==> config.mk <==
export PLATFORM = sky130hd
export DESIGN_NAME = ppi_regif
export DESIGN_NICKNAME = d
export VERILOG_FILES = /design/src/rtl/ppi_pkg.sv /design/src/rtl/ppi_bus_strobe.sv /design/src/rtl/ppi_ctrl_reg.sv /design/src/rtl/ppi_port_latch.sv /design/src/rtl/ppi_read_mux.sv /design/src/rtl/ppi_regif.sv
export SDC_FILE = /design/constraint.sdc
export NUM_CORES = 1
export LEC_CHECK = 0
export CORE_ASPECT_RATIO = 0.75
export CORE_MARGIN = 1.5
export CORE_UTILIZATION = 45
export CTS_BUF_LIST = sky130_fd_sc_hd__clkbuf_16
export DETAILED_ROUTE_END_ITERATION = 10
export GPL_TIMING_DRIVEN = 0
export PLACE_DENSITY_LB_ADDON = 0.05
export SETUP_SLACK_MARGIN = 0.4
export SLEW_MARGIN = 10
export SYNTH_ARGS = -nofsm -noshare
export SYNTH_HDL_FRONTEND = slang
export SYNTH_SLANG_ARGS = --single-unit
==> constraint.sdc <==
create_clock -name clk -period 1.73 [get_ports clk]
set_clock_uncertainty 0.2 [all_clocks]
set_input_delay 0.346 -clock clk [delete_from_list [all_inputs] [get_ports clk]]
set_output_delay 0.346 -clock clk [all_outputs]
set_load 0.005 [all_outputs]
==> src/rtl/ppi_pkg.sv <==
package ppi_pkg;
  localparam int unsigned DATA_W = 8;
  localparam int unsigned ADDR_W = 2;

  typedef enum logic [ADDR_W-1:0] {
    SEL_A    = 2'd0,
    SEL_B    = 2'd1,
    SEL_C    = 2'd2,
    SEL_CTRL = 2'd3
  } sel_e;

  // configuration word; a direction bit of 1 means input
  typedef struct packed {
    logic       is_cfg;
    logic [1:0] mode_a;
    logic       a_in;
    logic       cu_in;
    logic       mode_b;
    logic       b_in;
    logic       cl_in;
  } cfg_t;

  localparam logic [DATA_W-1:0] CFG_RESET = 8'h9B;
endpackage

==> src/rtl/ppi_bus_strobe.sv <==
module ppi_bus_strobe #(
  parameter int unsigned AW = 2,
  parameter int unsigned DW = 8
) (
  input  logic          clk,
  input  logic          rst,
  input  logic          cs_n,
  input  logic          wr_n,
  input  logic [AW-1:0] addr,
  input  logic [DW-1:0] wdata,
  output logic          commit,
  output logic [AW-1:0] c_addr,
  output logic [DW-1:0] c_data
);
  logic          pend_q;
  logic [AW-1:0] addr_q;
  logic [DW-1:0] data_q;

  always_ff @(posedge clk) begin
    if (rst) begin
      pend_q <= 1'b0;
      addr_q <= '0;
      data_q <= '0;
    end else if (!wr_n && !cs_n) begin
      pend_q <= 1'b1;
      addr_q <= addr;
      data_q <= wdata;
    end else if (wr_n) begin
      pend_q <= 1'b0;
    end
  end

  // the held write lands at the first edge that sees write released
  assign commit = pend_q && wr_n;
  assign c_addr = addr_q;
  assign c_data = data_q;
endmodule

==> src/rtl/ppi_ctrl_reg.sv <==
module ppi_ctrl_reg
  import ppi_pkg::*;
#(
  parameter int unsigned PORT_W = 8,
  localparam int unsigned IW = $clog2(PORT_W)
) (
  input  logic              clk,
  input  logic              rst,
  input  logic              commit,
  input  logic [ADDR_W-1:0] c_addr,
  input  logic [DATA_W-1:0] c_data,
  output cfg_t              cfg_q,
  output logic              cfg_ld,
  output logic              bit_ld,
  output logic [IW-1:0]     bit_idx,
  output logic              bit_val
);
  logic to_ctrl;

  assign to_ctrl = commit && (sel_e'(c_addr) == SEL_CTRL);
  assign cfg_ld  = to_ctrl &&  c_data[DATA_W-1];
  assign bit_ld  = to_ctrl && !c_data[DATA_W-1];
  assign bit_idx = c_data[IW:1];
  assign bit_val = c_data[0];

  always_ff @(posedge clk) begin
    if (rst)         cfg_q <= cfg_t'(CFG_RESET);
    else if (cfg_ld) cfg_q <= cfg_t'(c_data);
  end
endmodule

==> src/rtl/ppi_port_latch.sv <==
module ppi_port_latch #(
  parameter int unsigned W       = 8,
  parameter bit          BIT_OPS = 1'b0,
  localparam int unsigned IW = $clog2(W)
) (
  input  logic          clk,
  input  logic          rst,
  input  logic          clr,
  input  logic          wr_en,
  input  logic [W-1:0]  wr_data,
  input  logic          bit_en,
  input  logic [IW-1:0] bit_idx,
  input  logic          bit_val,
  output logic [W-1:0]  q
);
  logic [W-1:0] bit_next;
  logic         bit_go;

  assign bit_go = bit_en && BIT_OPS;

  always_comb begin
    bit_next          = q;
    bit_next[bit_idx] = bit_val;
  end

  always_ff @(posedge clk) begin
    if (rst || clr)  q <= '0;
    else if (wr_en)  q <= wr_data;
    else if (bit_go) q <= bit_next;
  end
endmodule

==> src/rtl/ppi_read_mux.sv <==
module ppi_read_mux
  import ppi_pkg::*;
#(
  parameter int unsigned PORT_W = 8
) (
  input  logic [ADDR_W-1:0] sel,
  input  logic [PORT_W-1:0] pa_q,
  input  logic [PORT_W-1:0] pa_oe,
  input  logic [PORT_W-1:0] pa_in,
  input  logic [PORT_W-1:0] pb_q,
  input  logic [PORT_W-1:0] pb_oe,
  input  logic [PORT_W-1:0] pb_in,
  input  logic [PORT_W-1:0] pc_q,
  input  logic [PORT_W-1:0] pc_oe,
  input  logic [PORT_W-1:0] pc_in,
  input  cfg_t              cfg,
  output logic [PORT_W-1:0] rd_d
);
  logic [PORT_W-1:0] a_v, b_v, c_v;

  for (genvar i = 0; i < PORT_W; i++) begin : g_bit
    assign a_v[i] = pa_oe[i] ? pa_q[i] : pa_in[i];
    assign b_v[i] = pb_oe[i] ? pb_q[i] : pb_in[i];
    assign c_v[i] = pc_oe[i] ? pc_q[i] : pc_in[i];
  end

  always_comb begin
    unique case (sel_e'(sel))
      SEL_A:   rd_d = a_v;
      SEL_B:   rd_d = b_v;
      SEL_C:   rd_d = c_v;
      default: rd_d = PORT_W'(cfg);
    endcase
  end
endmodule

==> src/rtl/ppi_regif.sv <==
module ppi_regif
  import ppi_pkg::*;
#(
  parameter int unsigned PORT_W = 8,
  localparam int unsigned HALF_W = PORT_W / 2,
  localparam int unsigned IW     = $clog2(PORT_W)
) (
  input  logic              clk,
  input  logic              rst,
  input  logic              cs_n,
  input  logic              rd_n,
  input  logic              wr_n,
  input  logic [ADDR_W-1:0] addr,
  input  logic [PORT_W-1:0] wdata,
  output logic [PORT_W-1:0] rdata,
  output logic              rdata_oe,
  input  logic [PORT_W-1:0] pa_in,
  output logic [PORT_W-1:0] pa_out,
  output logic [PORT_W-1:0] pa_oe,
  input  logic [PORT_W-1:0] pb_in,
  output logic [PORT_W-1:0] pb_out,
  output logic [PORT_W-1:0] pb_oe,
  input  logic [PORT_W-1:0] pc_in,
  output logic [PORT_W-1:0] pc_out,
  output logic [PORT_W-1:0] pc_oe,
  output logic [1:0]        mode_a,
  output logic              mode_b,
  output logic              cfg_load
);
  logic              commit;
  logic [ADDR_W-1:0] c_addr;
  logic [PORT_W-1:0] c_data;
  cfg_t              cfg_q;
  logic              cfg_ld, bit_ld, bit_val;
  logic [IW-1:0]     bit_idx;
  logic              wr_a, wr_b, wr_c;
  logic [PORT_W-1:0] rd_d;

  ppi_bus_strobe #(.AW(ADDR_W), .DW(PORT_W)) u_strobe (
    .clk(clk), .rst(rst), .cs_n(cs_n), .wr_n(wr_n), .addr(addr),
    .wdata(wdata), .commit(commit), .c_addr(c_addr), .c_data(c_data)
  );

  ppi_ctrl_reg #(.PORT_W(PORT_W)) u_ctrl (
    .clk(clk), .rst(rst), .commit(commit), .c_addr(c_addr), .c_data(c_data),
    .cfg_q(cfg_q), .cfg_ld(cfg_ld), .bit_ld(bit_ld), .bit_idx(bit_idx),
    .bit_val(bit_val)
  );

  assign wr_a = commit && (sel_e'(c_addr) == SEL_A);
  assign wr_b = commit && (sel_e'(c_addr) == SEL_B);
  assign wr_c = commit && (sel_e'(c_addr) == SEL_C);

  ppi_port_latch #(.W(PORT_W), .BIT_OPS(1'b0)) u_pa (
    .clk(clk), .rst(rst), .clr(cfg_ld), .wr_en(wr_a), .wr_data(c_data),
    .bit_en(1'b0), .bit_idx('0), .bit_val(1'b0), .q(pa_out)
  );
  ppi_port_latch #(.W(PORT_W), .BIT_OPS(1'b0)) u_pb (
    .clk(clk), .rst(rst), .clr(cfg_ld), .wr_en(wr_b), .wr_data(c_data),
    .bit_en(1'b0), .bit_idx('0), .bit_val(1'b0), .q(pb_out)
  );
  ppi_port_latch #(.W(PORT_W), .BIT_OPS(1'b1)) u_pc (
    .clk(clk), .rst(rst), .clr(cfg_ld), .wr_en(wr_c), .wr_data(c_data),
    .bit_en(bit_ld), .bit_idx(bit_idx), .bit_val(bit_val), .q(pc_out)
  );

  assign pa_oe = {PORT_W{~cfg_q.a_in}};
  assign pb_oe = {PORT_W{~cfg_q.b_in}};
  assign pc_oe = {{HALF_W{~cfg_q.cu_in}}, {HALF_W{~cfg_q.cl_in}}};
  assign mode_a = cfg_q.mode_a;
  assign mode_b = cfg_q.mode_b;

  ppi_read_mux #(.PORT_W(PORT_W)) u_rmux (
    .sel(addr), .pa_q(pa_out), .pa_oe(pa_oe), .pa_in(pa_in),
    .pb_q(pb_out), .pb_oe(pb_oe), .pb_in(pb_in),
    .pc_q(pc_out), .pc_oe(pc_oe), .pc_in(pc_in),
    .cfg(cfg_q), .rd_d(rd_d)
  );

  always_ff @(posedge clk) begin
    if (rst) begin
      rdata    <= '0;
      rdata_oe <= 1'b0;
      cfg_load <= 1'b0;
    end else begin
      rdata    <= rd_d;
      rdata_oe <= !cs_n && !rd_n;
      cfg_load <= cfg_ld;
    end
  end
endmodule

=== Word-level counts from Yosys, hierarchy flattened ===
Index checks and enable logic that the tools add are counted.

* Register bits: 53
* Latch bits: 0
* RAM bits: 0
* ROM bits: 0
* Output and inout port bits: 61
* Word-level logic and storage cells: 78
* Memories: 0

* Add/subtract/negate cells: 0
* Multiply operators: 0
* Div/mod/pow operators: 0
* Magnitude comparators: 2
* Equal/unequal tests: 5
* Shift-type cells: 0
* Muxes and demuxes: 32
* Bitwise logic cells: 4
* Reduce and logical (&&, ||, !) cells: 19

{| class="wikitable"
|+ Operator list
! cell !! count
|-
| $mux 1 || 27
|-
| $pmux 8 s3 || 1
|-
| $mux 8 || 2
|-
| $logic_and 1x1->1 || 10
|-
| $bwmux 8 || 1
|-
| $eq 2x2->1 const B || 3
|-
| $eq 2x1->1 const B || 2
|-
| $logic_not 1->1 || 4
|-
| $logic_not 2->1 || 2
|-
| $lt 3x4->1 const B || 1
|-
| $not 1->1 || 4
|-
| $reduce_bool 2->1 || 2
|-
| $demux 1 s3 || 1
|-
| $ge 3x1->1 const B || 1
|-
| $logic_or 1x1->1 || 1
|}

=== Depth between registers and ports, before layout ===
* Word-level depth: 7
* Gate-level depth with buffers: 5

=== By module ===
Synthesis repeated with hierarchy kept, for this count alone.

* Cell total of the unflattened synthesis: 288
* Area total of the unflattened synthesis: 2,839.0 um2

{| class="wikitable"
|+ Modules (own cells, without submodules)
! module !! times used !! cells an instance !! area each (um2) !! sequential area each (um2)
|-
| ppi_port_latch (u_pa ...) || 2 || 27 || 295.3 || 160.2
|-
| ppi_read_mux || 1 || 54 || 531.8 || 0.0
|-
| ppi_regif || 1 || 48 || 455.4 || 200.2
|-
| ppi_bus_strobe || 1 || 49 || 452.9 || 220.2
|-
| ppi_port_latch (u_pc) || 1 || 44 || 439.2 || 160.2
|-
| ppi_ctrl_reg || 1 || 39 || 369.1 || 160.2
|}

=== Worst setup path before layout ===
No wires, ideal clock.

* Kind: reg-to-reg
* Start point: register u_strobe.data_q[1], in the netlist u_strobe.c_data[1]
* End point: register u_pc.q[4]
* Arrival: 1,127 ps
* Slack: 277 ps
* Cell stages (with the launch flop): 5
* Path buffers: 1
* Cell sequence: dfxtp_1 -> buf_4 -> or3_1 -> o32ai_1 -> nor3_1

* Longest elaborated chain between the ends: 7
* Elaborated cells on any way between the ends: 8
* Classes of those cells: order compare: 2; mux: 5; reduce/logical: 1

{| class="wikitable"
|+ RTL lines
! what !! RTL line !! source
|-
| start, declared || ppi_bus_strobe.sv:17 || <nowiki>logic [DW-1:0] data_q;</nowiki>
|-
| start signal, assigned || ppi_bus_strobe.sv:27 || <nowiki>data_q <= wdata;</nowiki>
|-
| $lt 3x4->1 (implied by the code) / $ge 3x1->1 (equally long branches) || ppi_port_latch.sv:23 || <nowiki>bit_next[bit_idx] = bit_val;</nowiki>
|-
| $logic_and 1x1->1 (implied by the code) || ppi_port_latch.sv:23 ||
|-
| $mux 1 (implied by the code) || ppi_port_latch.sv:23 ||
|-
| $demux 1 s3 * || - ||
|-
| $bwmux 8 * || ppi_port_latch.sv:23 ||
|-
| $mux 8 * || ppi_port_latch.sv:29 || <nowiki>else if (bit_go) q <= bit_next;</nowiki>
|-
| $mux 8 * || ppi_port_latch.sv:28 || <nowiki>else if (wr_en) q <= wr_data;</nowiki>
|-
| end signal, assigned || ppi_port_latch.sv:28 ||
|-
| end signal, assigned || ppi_port_latch.sv:29 ||
|-
| end, declared || ppi_port_latch.sv:14 || <nowiki>output logic [W-1:0] q</nowiki>
|}

Mark *: on every way between the ends. The rest lies on a longest branch, timed or not. The select of a mux whose other input is x is not followed.
A chain may end at the register's enable or synchronous reset.

=== Worst setup path in the final report ===
* Start point: register, netlist name u_ctrl.cfg_q[4]
* End point: output pa_oe[2]

* Longest elaborated chain between the ends: 1

{| class="wikitable"
|+ RTL lines
! what !! RTL line !! source
|-
| $not 1->1 || ppi_regif.sv:67 || <nowiki>assign pa_oe = {PORT_W{~cfg_q.a_in}};</nowiki>
|-
| end, declared || ppi_regif.sv:19 || <nowiki>output logic [PORT_W-1:0] pa_oe,</nowiki>
|}

No other way between the ends.

==> metrics.txt <==
# TYPE chip_impl_metric gauge
chip_impl_metric{name="synth_async_sr_flop_share",unit="%"} 0
chip_impl_metric{name="io_buffers",unit=""} 97
chip_impl_info{name="worst_setup_path_type",value="reg -> out"} 1
chip_impl_metric{name="drtAntennaViolNets",unit=""} 0
chip_impl_info{name="violations",value="negative setup slack"} 1
chip_impl_metric{name="worst-path-max-fanout",unit=""} 8
chip_impl_metric{name="max-slew-margin-rel",unit="%"} 54.8
chip_impl_info{name="dominantRegCellSynth",value="dfxtp_1"} 1
chip_impl_metric{name="hold_violations",unit=""} 0
chip_impl_metric{name="first_pass_iters",unit=""} 5
chip_impl_metric{name="clock_path_buffers",unit=""} 2
chip_impl_metric{name="routedWlPerCell",unit="µm"} 23.0
chip_impl_metric{name="drcViolationCount",unit=""} 0
chip_impl_metric{name="timing.final.ws_setup",unit="ns"} -0.175
chip_impl_metric{name="final_nets",unit=""} 525
chip_impl_metric{name="power.switching",unit="µW"} 731
chip_impl_metric{name="gr-usage-all-layers",unit="%"} 30.5
chip_impl_metric{name="worst-slew-pin-transition",unit="ns"} 0.678
chip_impl_metric{name="yosysWarnings",unit=""} 0
chip_impl_info{name="timing.rr.start",value="u_ctrl.cfg_q[4]"} 1
chip_impl_metric{name="synth_edf_count",unit=""} 0
chip_impl_metric{name="layoutNonFillerInstCount",unit=""} 564
chip_impl_metric{name="hold_depth",unit=""} 2
chip_impl_metric{name="internal-power",unit="µW"} 2000
chip_impl_info{name="regToRegEndpoint",value="rdata[0]"} 1
chip_impl_metric{name="place_hpwl",unit="µm"} 6210
chip_impl_metric{name="clock_sinks",unit=""} 53
chip_impl_metric{name="overall_die_area",unit="µm²"} 6580
chip_impl_info{name="rsz0062_at_grt",value="true"} 1
chip_impl_metric{name="io-pin-count",unit=""} 100
chip_impl_metric{name="numPlacedInstances",unit=""} 492
chip_impl_metric{name="tritoncts.num_buffers",unit=""} 5
chip_impl_metric{name="avgViaCountPerCell",unit=""} 6.20
chip_impl_metric{name="multi_input_area",unit="µm²"} 1860
chip_impl_metric{name="synthesis.nets",unit=""} 356
chip_impl_info{name="timing.hold.worst_endpoint",value="u_strobe.pend_q"} 1
chip_impl_metric{name="chipWidth",unit="µm"} 93.1
chip_impl_info{name="post_synth_main_area_contributors",value="dfxtp_1 (39%), buf_4 (7.7%), mux2_2 (6.2%), nand2_1 (5.6%), mux2i_1 (5.5%)"} 1
chip_impl_info{name="worstHoldStart",value="rst"} 1
chip_impl_metric{name="clock_power_share",unit="%"} 36.8
chip_impl_metric{name="power.share.sequential",unit="%"} 46.7
chip_impl_metric{name="wl",unit="µm"} 13000
chip_impl_metric{name="grt.overflow.total",unit=""} 0
chip_impl_metric{name="floorplan.core_area",unit="µm²"} 5860
chip_impl_metric{name="fmaxAchievable",unit="MHz"} 525
chip_impl_metric{name="required",unit="ns"} 1.18
chip_impl_metric{name="timing.reg2reg.worst_path_depth",unit=""} 8
chip_impl_metric{name="gp_congestion",unit=""} 0.872
chip_impl_metric{name="ys_ff_latch",unit=""} 53
chip_impl_metric{name="finalMaxSlewViolations",unit=""} 0
chip_impl_metric{name="start_util",unit="%"} 46.8
chip_impl_metric{name="later_pin_clock_latency_in_the_skew_report",unit="ns"} 0.30
chip_impl_metric{name="dr_total_vias",unit=""} 3498
chip_impl_metric{name="seq_area",unit="µm²"} 1120
chip_impl_metric{name="cts.clk_slew.worst_paths",unit="ns"} 0.08
chip_impl_info{name="synth.most_common_cell",value="dfxtp_1"} 1
chip_impl_metric{name="cts-hold-fix-buffers",unit=""} 0
chip_impl_metric{name="timing.final.setup_violations",unit=""} 21
chip_impl_metric{name="syn_avg_cell_area",unit="µm²"} 8.65
chip_impl_info{name="cts_root_buf",value="clkbuf_16"} 1
chip_impl_metric{name="final_layout_size_suffix_gt1_share",unit="%"} 66.5
chip_impl_metric{name="pwr_density_cell",unit="nW/µm²"} 520
chip_impl_metric{name="die_h",unit="µm"} 70.6
chip_impl_metric{name="period_needed",unit="ns"} 1.91
chip_impl_metric{name="grt_pass1_wl",unit="µm"} 15300
chip_impl_info{name="holdCritPathClass",value="in -> reg"} 1
chip_impl_metric{name="arrival",unit="ns"} 1.36
chip_impl_metric{name="synthDominantCellAreaShare",unit="%"} 38.7
chip_impl_metric{name="detail_route.iter0.violations",unit=""} 412
chip_impl_metric{name="netlist_instances",unit=""} 317
chip_impl_info{name="worstSetupStartpointType",value="register"} 1
chip_impl_metric{name="setup.reg_to_reg.worst_slack",unit="ns"} -0.11
chip_impl_metric{name="row_count",unit=""} 24
chip_impl_metric{name="first_global_vias",unit=""} 2931
chip_impl_metric{name="fillCellCount",unit=""} 231
chip_impl_metric{name="cts_htree_levels",unit=""} 2
chip_impl_info{name="cts_tree",value="done"} 1
chip_impl_metric{name="maximum_vdd_drop",unit="mV"} 0.472
chip_impl_info{name="run_status",value="finished with violations"} 1
chip_impl_metric{name="power_switching_share",unit="%"} 26.8
chip_impl_metric{name="cellLeakagePower",unit="µW"} 0.00223
chip_impl_metric{name="antenna_violations_before_repair",unit=""} 0
chip_impl_info{name="yosysTopAreaCell",value="dfxtp_1"} 1
chip_impl_metric{name="synth-seq-area-share",unit="%"} 38.7
chip_impl_metric{name="utilization",unit="%"} 89.7
chip_impl_metric{name="netlist_area",unit="µm²"} 2740
chip_impl_metric{name="diodes",unit=""} 0
chip_impl_metric{name="largest_net_degree_at_the_start_of_global_routing",unit=""} 16
chip_impl_info{name="cp-end-kind",value="output port"} 1
chip_impl_metric{name="layout_worst_path_cycle_share",unit="%"} 110
chip_impl_metric{name="pwr-share-comb",unit="%"} 16.5
chip_impl_metric{name="max_cap_check_violation_count",unit=""} 0
chip_impl_info{name="yosys-top-cells-count",value="dfxtp_1 (53), nand2_1 (41), buf_4 (28)"} 1
chip_impl_metric{name="synthToLayoutAreaGrowth",unit="%"} 91.6
chip_impl_metric{name="post_synth_num_cell_types",unit=""} 42
## metrics by stage
stage | area [µm²] | TNS (ns) | hold WS (ns) | total power (µW) | setup slack [ns]
floorplan | 2810 | 0 | 0.208 | 1450 | 0.314
finish | 5260 | -1.99 | 0.222 | 2730 | -0.175
detailed placement | 3880 | -20.30 | 0.221 | 1630 | -0.622
global placement | 3880 | -18.08 | 0.218 | 1630 | -0.572
CTS | 4750 | -0.837 | 0.196 | 2610 | -0.123
global route | 5260 | -2.42 | 0.249 | 2780 | -0.205
## power by group through the flow
stage                     sequential, µW  clock [µW]  combinational (µW)
after floorplan                     1290           0                 159
after detailed placement            1300           0                 331
after global placement              1300           0                 328
after CTS                           1270         959                 376
final                               1280        1000                 452
after global routing                1280        1030                 467
## critical path: stages (launching register included)
cell	delay [ns]
dfxtp_2	0.36
buf_8	0.12
clkinvlp_4	0.19
buf_6	0.18
buf_6	0.10
buf_6	0.10
## kinds of logic (layout without fill, tap and decap cells)
| logic type | Yosys count | after routing | share of synthesized area [%] |
|---|---|---|---|
| simple gates | 109 | 109 | 20.5 |
| compound gates | 67 | 67 | 15.9 |
| flops | 53 | 53 | 38.7 |
| mux | 31 | 31 | 12.5 |
| buf+inv | 57 | 226 | 12.5 |
## flip-flops by register name (all words and copies together) (netlist names), 2 cells and up
name and count:
u_strobe.c_addr 2, u_pa.q 8, u_pc.q 8, rdata 8, u_strobe.c_data 8, u_pb.q 8, u_ctrl.cfg_q 8
## final cells by class
cell class | count | share of cell area [%]
Multi-Input combinational cell | 207 | 35.4
Timing Repair Buffer | 162 | 27.5
Sequential cell | 53 | 21.3
Buffer | 48 | 10.4
Clock buffer | 5 | 2.38
Tap cell | 78 | 1.86
Inverter | 9 | 0.929
Clock inverter | 2 | 0.214
## how the worst max path moves through the flow
stage	from	depth (start not counted)	to
after floorplan	u_strobe.c_data[7]	4	u_pc.q[3]
after global placement	wr_n	5	u_pc.q[7]
after detailed placement	wr_n	5	u_pc.q[7]
after CTS	u_ctrl.cfg_q[4]	5	pa_oe[6]
after global routing	u_ctrl.cfg_q[4]	5	pa_oe[2]
final	u_ctrl.cfg_q[4]	5	pa_oe[2]
## repair_timing
item                       CTS  global route
cloned                       3             0
pin swaps                   23            26
setup endpoints to repair  112            71
setup buffers               46            16
resized for setup          427            97
## per-layer routing
metal / share of wire (%) / vias to the layer above / track usage [%] / routed length [µm]
met5: 0 / - / 0 / 0
met3: 12 / 78 / 10.6 / 1530
met2: 45 / 334 / 48.4 / 5890
li1: - / 1442 / - / -
met1: 38 / 1644 / 39.7 / 4980
met4: 4.6 / 0 / 7.91 / 596
## layout by cell type (no fill, tap or decap), types with 8 or more instances in the layout
master | Yosys | final
nor2_1 | 13 | 11
buf_6 | 1 | 85
nand2_1 | 41 | 25
mux2i_1 | 15 | 11
buf_4 | 28 | 37
buf_2 | 12 | 35
mux2_2 | 15 | 10
nand3_2 | 0 | 8
a21oi_2 | 0 | 11
nand2_2 | 0 | 8
a21oi_1 | 27 | 16
dfxtp_1 | 53 | 13
dfxtp_2 | 0 | 36
clkdlybuf4s50_1 | 0 | 33
Note: power is estimated with default switching activity, not from simulation.
